--- config.mk ---
export PLATFORM = sky130hd
export DESIGN_NAME = pm_systolic_matcher
export DESIGN_NICKNAME = d
export VERILOG_FILES = /design/src/rtl/pm_pkg.sv /design/src/rtl/pm_feed.sv /design/src/rtl/pm_pattern.sv /design/src/rtl/pm_cell.sv /design/src/rtl/pm_systolic_matcher.sv
export SDC_FILE = /design/constraint.sdc
export NUM_CORES = 1
export LEC_CHECK = 0
export BUFFER_PORTS_ARGS = -buffer_cell sky130_fd_sc_hd__buf_2
export CORE_AREA = 2 2 39 41
export CTS_CLUSTER_DIAMETER = 60
export DETAILED_ROUTE_END_ITERATION = 8
export DIE_AREA = 0 0 41 43
export PLACE_DENSITY_LB_ADDON = 0.12
export SKIP_CTS_REPAIR_TIMING = 1
export SYNTH_ARGS = -nofsm -noshare
export SYNTH_HDL_FRONTEND = slang
export SYNTH_SLANG_ARGS = --single-unit
--- constraint.sdc ---
create_clock -name clk -period 1.4 [get_ports clk]
set_clock_uncertainty 0.2 [all_clocks]
set_input_delay 0.14 -clock clk [delete_from_list [all_inputs] [get_ports clk]]
set_output_delay 0.14 -clock clk [all_outputs]
set_load 0.1 [all_outputs]
--- src/rtl/pm_pkg.sv ---
package pm_pkg;

    // stream slot travelling forward through the chain
    typedef struct packed {
        logic val;   // stream bit value
        logic ok;    // slot carries a real accepted bit
    } xslot_t;

    // result token travelling backward through the chain
    typedef struct packed {
        logic hit;   // running AND of comparisons
        logic live;  // token present and all seen bits were real
    } tok_t;

    // a token must be injected on the first step of a bit when the chain
    // length is odd, on the second step otherwise; this makes each token
    // leave the chain on the first step of the bit closing its window
    function automatic logic inject_first(input int unsigned len);
        return ((len - 1) % 2) == 0;
    endfunction

    function automatic logic bit_agrees(input logic x, input logic w);
        return x ~^ w;
    endfunction

endpackage

--- src/rtl/pm_feed.sv ---
module pm_feed
    import pm_pkg::*;
(
    input  logic   clk,
    input  logic   rst,
    input  logic   in_valid,
    input  logic   in_bit,
    output logic   step,
    output logic   first_step,
    output logic   hold_q,
    output xslot_t feed
);
    logic accept;
    logic held_bit_q;

    // a strobe during the hold cycle is dropped
    assign accept     = in_valid & ~hold_q;
    assign first_step = accept;
    assign step       = accept | hold_q;

    always_ff @(posedge clk) begin
        if (rst) begin
            hold_q     <= 1'b0;
            held_bit_q <= 1'b0;
        end else begin
            hold_q <= accept;
            if (accept) begin
                held_bit_q <= in_bit;
            end
        end
    end

    always_comb begin
        feed.val = accept ? in_bit : held_bit_q;
        feed.ok  = step;
    end

endmodule

--- src/rtl/pm_pattern.sv ---
module pm_pattern #(
    parameter int unsigned PAT_LEN = 3
) (
    input  logic               clk,
    input  logic               rst,
    input  logic [PAT_LEN-1:0] pattern_in,
    output logic [PAT_LEN-1:0] weight_q
);
    always_ff @(posedge clk) begin
        if (rst) begin
            weight_q <= pattern_in;
        end
    end
endmodule

--- src/rtl/pm_cell.sv ---
module pm_cell
    import pm_pkg::*;
(
    input  logic   clk,
    input  logic   rst,
    input  logic   step,
    input  logic   weight,
    input  xslot_t x_in,
    input  tok_t   y_in,
    output xslot_t x_q,
    output tok_t   y_q
);
    logic agree;

    assign agree = bit_agrees(x_in.val, weight);

    always_ff @(posedge clk) begin
        if (rst) begin
            x_q <= '0;
            y_q <= '0;
        end else if (step) begin
            x_q      <= x_in;
            y_q.live <= y_in.live & x_in.ok;
            y_q.hit  <= y_in.hit & x_in.ok & agree;
        end
    end
endmodule

--- src/rtl/pm_systolic_matcher.sv ---
module pm_systolic_matcher
    import pm_pkg::*;
#(
    parameter int unsigned PAT_LEN = 3
) (
    input  logic               clk,
    input  logic               rst,
    input  logic [PAT_LEN-1:0] pattern_in,
    input  logic               in_valid,
    input  logic               in_bit,
    output logic               match_valid,
    output logic               match_hit
);
    localparam int unsigned LAST     = PAT_LEN - 1;
    localparam logic        INJ_HEAD = inject_first(PAT_LEN);

    logic               step;
    logic               first_step;
    logic               hold_q;
    xslot_t             feed;
    logic [PAT_LEN-1:0] weight_q;
    tok_t               inject;

    xslot_t cell_x_in [PAT_LEN];
    tok_t   cell_y_in [PAT_LEN];
    xslot_t cell_x_q  [PAT_LEN];
    tok_t   cell_y_q  [PAT_LEN];

    pm_feed u_feed (
        .clk        (clk),
        .rst        (rst),
        .in_valid   (in_valid),
        .in_bit     (in_bit),
        .step       (step),
        .first_step (first_step),
        .hold_q     (hold_q),
        .feed       (feed)
    );

    pm_pattern #(.PAT_LEN(PAT_LEN)) u_pattern (
        .clk        (clk),
        .rst        (rst),
        .pattern_in (pattern_in),
        .weight_q   (weight_q)
    );

    // fresh token (value 1) enters the far cell on one phase of each bit
    always_comb begin
        inject.live = INJ_HEAD ? first_step : hold_q;
        inject.hit  = inject.live;
    end

    for (genvar k = 0; k < PAT_LEN; k++) begin : g_cell
        if (k == 0) begin : g_head
            assign cell_x_in[k] = feed;
        end else begin : g_body
            assign cell_x_in[k] = cell_x_q[k-1];
        end

        if (k == LAST) begin : g_tail
            assign cell_y_in[k] = inject;
        end else begin : g_mid
            assign cell_y_in[k] = cell_y_q[k+1];
        end

        // cell k sees the bit k places older than the newest one
        pm_cell u_cell (
            .clk    (clk),
            .rst    (rst),
            .step   (step),
            .weight (weight_q[LAST-k]),
            .x_in   (cell_x_in[k]),
            .y_in   (cell_y_in[k]),
            .x_q    (cell_x_q[k]),
            .y_q    (cell_y_q[k])
        );
    end

    assign match_valid = cell_y_q[0].live;
    assign match_hit   = cell_y_q[0].live & cell_y_q[0].hit;

endmodule

==> impl_metrics.ini <==
[cells_and_area]
post_route_cells_drive_above_1_share_pct = 29.2
fillCellCount = 111
antennaDiodeCount = 0
area.growth.synth_to_final_pct = 32.8
nets = 80

[critical_path]
worst_r2r_endpoint = g_cell[0].u_cell.y_q[1]
worst-endpoint-arrival_ns = 1.32
timing.reg2reg.worst_path_depth = 4
category_of_the_most_critical_setup_path = reg2reg
regToRegSetupSlack_ns = 0.06
path_max_fanout = 4
r2r_start = u_feed.hold_q
type_of_destination_of_the_critical_path = flip-flop
critPathRequiredTime_ns = 1.38
worst_setup_path_start_kind = flip-flop

[clock_tree]
clockBufferDepth = 2
clock_tree.root_cell = sky130_fd_sc_hd__clkbuf_4
insertion_delay_ns = 0.29
tritoncts = done
clock-sinks = 15
clock_buffer_count_from_cts = 3
clk_transition_reported_paths_ns = 0.10
htreeDepth = 1

[global_route]
grt.total_usage_pct = 13.6
grt-ovfl-total = 0
grt_pass1_vias = 361
grt_start_max_net_pins = 18
grt_pass1_wl_mm = 1.57
antenna_found_initial = 0

[sta]
final-hold-violation-count = 0
worst_slew_pin_slew_ns = 0.310
slew_viol_final = 0
timing.setup.tns_ns = 0
finalWorstPathRequiredPeriod_ns = 1.34
timing.final.setup_violations = 0
fmax_ghz = 0.748
layout_worst_path_cycle_share_pct = 95.5
rsz_0062_raised_after_global_routing = no
fin_ws_ns = 0.0632
max-slew-margin-rel_pct = 79.4

[synth]
yosys_warnings = 0
postSynthCellCount = 55
post_synth.cell_area_avg_um2 = 10.3
yosysUniqueCellTypes = 23
cell_area_after_synthesis_um2 = 564
yosys_reg_bits = 15
synth_nets = 62
yosysSeqAreaShare_pct = 58.5

[placement]
globalplace.congestion = 0.749
port-buffer-count = 8
post-place-ws_ns = 0.0647
detailedPlacementHpwl_um = 658

[die]
die-width_um = 41
start_util_pct = 40.8
die_height_um = 43
placement_rows = 14
design.core.area_um2 = 1380
ioPinCount = 9
floorplan.die_area_um2 = 1760

[routing]
drt_pass1_iterations = 4
avgRoutedWirePerCell_um = 11.1
detail-route-antenna-nets = 0
post_drt_via_cell_ratio = 4.94
dr_total_vias = 435
postRouteWirelength_um = 976
initialDrtViolationCount = 10
detail_route.drc_violations = 0

[power_and_ir_drop]
total_leakage_power_nw = 0.289
power_frac_clock_pct = 31.8
power_per_cell_area_nw_per_um2 = 1080
power.internal_mw = 0.611
swShare_pct = 24.8
seq_power_share_pct = 58.2
share_comb_of_total_power_pct = 10.0
power_switching_mw = 0.201
peakVddDrop_mv = 0.606

[worst_hold_path]
min_path_cells = 2
hp-start = rst
timing.hold.worst_endpoint = g_cell[0].u_cell.x_q[0]
classification_of_the_worst_slack_hold_path = in2reg

[run]
max-cap-violations = 0

[status]
run_status = completed
## Yosys cell counts
cell type | number | area, µm²
sky130_fd_sc_hd__clkbuf_1 | 1 | 3.75
sky130_fd_sc_hd__xnor2_1 | 2 | 17.5
sky130_fd_sc_hd__a21oi_1 | 5 | 25.0
sky130_fd_sc_hd__mux2i_2 | 1 | 13.8
sky130_fd_sc_hd__and2b_1 | 1 | 7.51
sky130_fd_sc_hd__nor2_1 | 5 | 18.8
sky130_fd_sc_hd__dfxtp_1 | 12 | 240
sky130_fd_sc_hd__nand2_1 | 9 | 33.8
sky130_fd_sc_hd__nor4b_1 | 1 | 8.76
sky130_fd_sc_hd__buf_6 | 1 | 11.3
sky130_fd_sc_hd__a211oi_1 | 1 | 7.51
sky130_fd_sc_hd__nor3b_1 | 2 | 15.0
sky130_fd_sc_hd__mux2i_1 | 1 | 10.0
sky130_fd_sc_hd__a31oi_1 | 1 | 6.26
sky130_fd_sc_hd__nor3_1 | 2 | 10.0
sky130_fd_sc_hd__nand4_1 | 1 | 6.26
sky130_fd_sc_hd__nand2b_1 | 1 | 6.26
sky130_fd_sc_hd__or2_2 | 1 | 6.26
sky130_fd_sc_hd__edfxtp_1 | 3 | 90.1
sky130_fd_sc_hd__a211o_1 | 1 | 8.76
sky130_fd_sc_hd__and2_1 | 1 | 6.26
sky130_fd_sc_hd__nor4_1 | 1 | 6.26
sky130_fd_sc_hd__nand3_1 | 1 | 5.00
## routing by layer
metal	up-vias	GRT usage, %	wire length [µm]	share of wire, %
met1	197	18.8	475	49
li1	226	-	-	-
met5	-	0	0	0
met4	0	8.00	17	1.7
met2	8	17.8	454	47
met3	4	4.71	28	2.9
## layout make-up
class	count	area (µm²)	share of cell area (%)
Timing Repair Buffer	15	133	17.7
Clock inverter	1	7.51	1.00
Clock buffer	3	22.5	3.01
Tap cell	16	20.0	2.67
Sequential cell	15	335	44.7
Multi-Input combinational cell	38	231	30.9
## metrics by stage
stage | area [µm²] | hold WS, ns | cells | total power, mW | util, %
final | 749 | 0.00896 | 88 | 0.812 | 54.2
after global routing | 749 | 0.0101 | 88 | 0.851 | 54.2
after CTS | 698 | -0.184 | 84 | 0.801 | 50.5
after detailed placement | 668 | 0.118 | 80 | 0.551 | 48.3
after global placement | 668 | 0.118 | 80 | 0.550 | 48.3
after floorplan | 571 | 0.0161 | 55 | 0.522 | -
## flip-flops by register name, summed over array words and instances, names as in the netlist
name	count
g_cell.u_cell.y_q	6
u_pattern.weight_q	3
u_feed.held_bit_q	1
u_feed.hold_q	1
g_cell.u_cell.x_q	4
## kinds of logic (layout without fill, tap and decap cells)
family	Yosys count	in the layout	synth area share, %
AND/OR/NAND/NOR	26	26	23.1
flip-flops	15	15	58.5
AO/OA/AOI/OAI	8	8	8.43
XOR/XNOR	2	2	3.10
multiplexers	2	2	4.21
buffers and inverters	2	19	2.66
## power by group through the flow
stage	Sequential [mW]	Combinational, mW	Clock, mW
5_1_grt	0.475	0.0888	0.287
3_5_place_dp	0.482	0.0692	0
4_1_cts	0.472	0.0693	0.260
2_1_floorplan	0.480	0.0419	0
3_3_place_gp	0.481	0.0691	0
6_report	0.472	0.0810	0.259
## cell usage in the layout (no fill, tap or decap)
master / n
sky130_fd_sc_hd__nor4_1: 1
sky130_fd_sc_hd__a31oi_1: 1
sky130_fd_sc_hd__buf_12: 2
sky130_fd_sc_hd__clkinvlp_4: 1
sky130_fd_sc_hd__a21oi_1: 5
sky130_fd_sc_hd__xnor2_1: 2
sky130_fd_sc_hd__dlygate4sd3_1: 4
sky130_fd_sc_hd__a211o_1: 1
sky130_fd_sc_hd__mux2i_1: 1
sky130_fd_sc_hd__nor2_1: 5
sky130_fd_sc_hd__nor4b_1: 1
sky130_fd_sc_hd__and2b_1: 1
sky130_fd_sc_hd__or2_4: 1
sky130_fd_sc_hd__dfxtp_1: 10
sky130_fd_sc_hd__dfxtp_4: 1
sky130_fd_sc_hd__dfxtp_2: 1
sky130_fd_sc_hd__mux2i_2: 1
sky130_fd_sc_hd__buf_2: 6
sky130_fd_sc_hd__and2_4: 1
sky130_fd_sc_hd__nand3_1: 1
sky130_fd_sc_hd__nor3_1: 2
sky130_fd_sc_hd__a211oi_1: 1
sky130_fd_sc_hd__nor3b_1: 2
sky130_fd_sc_hd__nand2_1: 9
sky130_fd_sc_hd__nand2b_4: 1
sky130_fd_sc_hd__clkbuf_4: 3
sky130_fd_sc_hd__buf_4: 3
sky130_fd_sc_hd__nand4_1: 1
sky130_fd_sc_hd__edfxtp_1: 3
## worst max path at each step
stage                        startpoint                      end  slack (ns)  cells after the start
after floorplan           u_feed.hold_q  g_cell[0].u_cell.y_q[1]        0.02                      4
after global placement    u_feed.hold_q  g_cell[0].u_cell.y_q[1]        0.09                      4
after detailed placement  u_feed.hold_q  g_cell[0].u_cell.y_q[1]        0.06                      4
after CTS                 u_feed.hold_q  g_cell[0].u_cell.y_q[1]        0.03                      4
after global routing      u_feed.hold_q  g_cell[0].u_cell.y_q[1]       0.004                      4
final                     u_feed.hold_q  g_cell[0].u_cell.y_q[1]        0.06                      4
## critical path, cell delays in order (launching register included)
cell and delay [ns]:
sky130_fd_sc_hd__dfxtp_2 0.35, sky130_fd_sc_hd__buf_4 0.14, sky130_fd_sc_hd__nor2_1 0.17, sky130_fd_sc_hd__nor4b_1 0.08, sky130_fd_sc_hd__a211o_1 0.30
No activity file was read; power rests on OpenSTA's default activity.
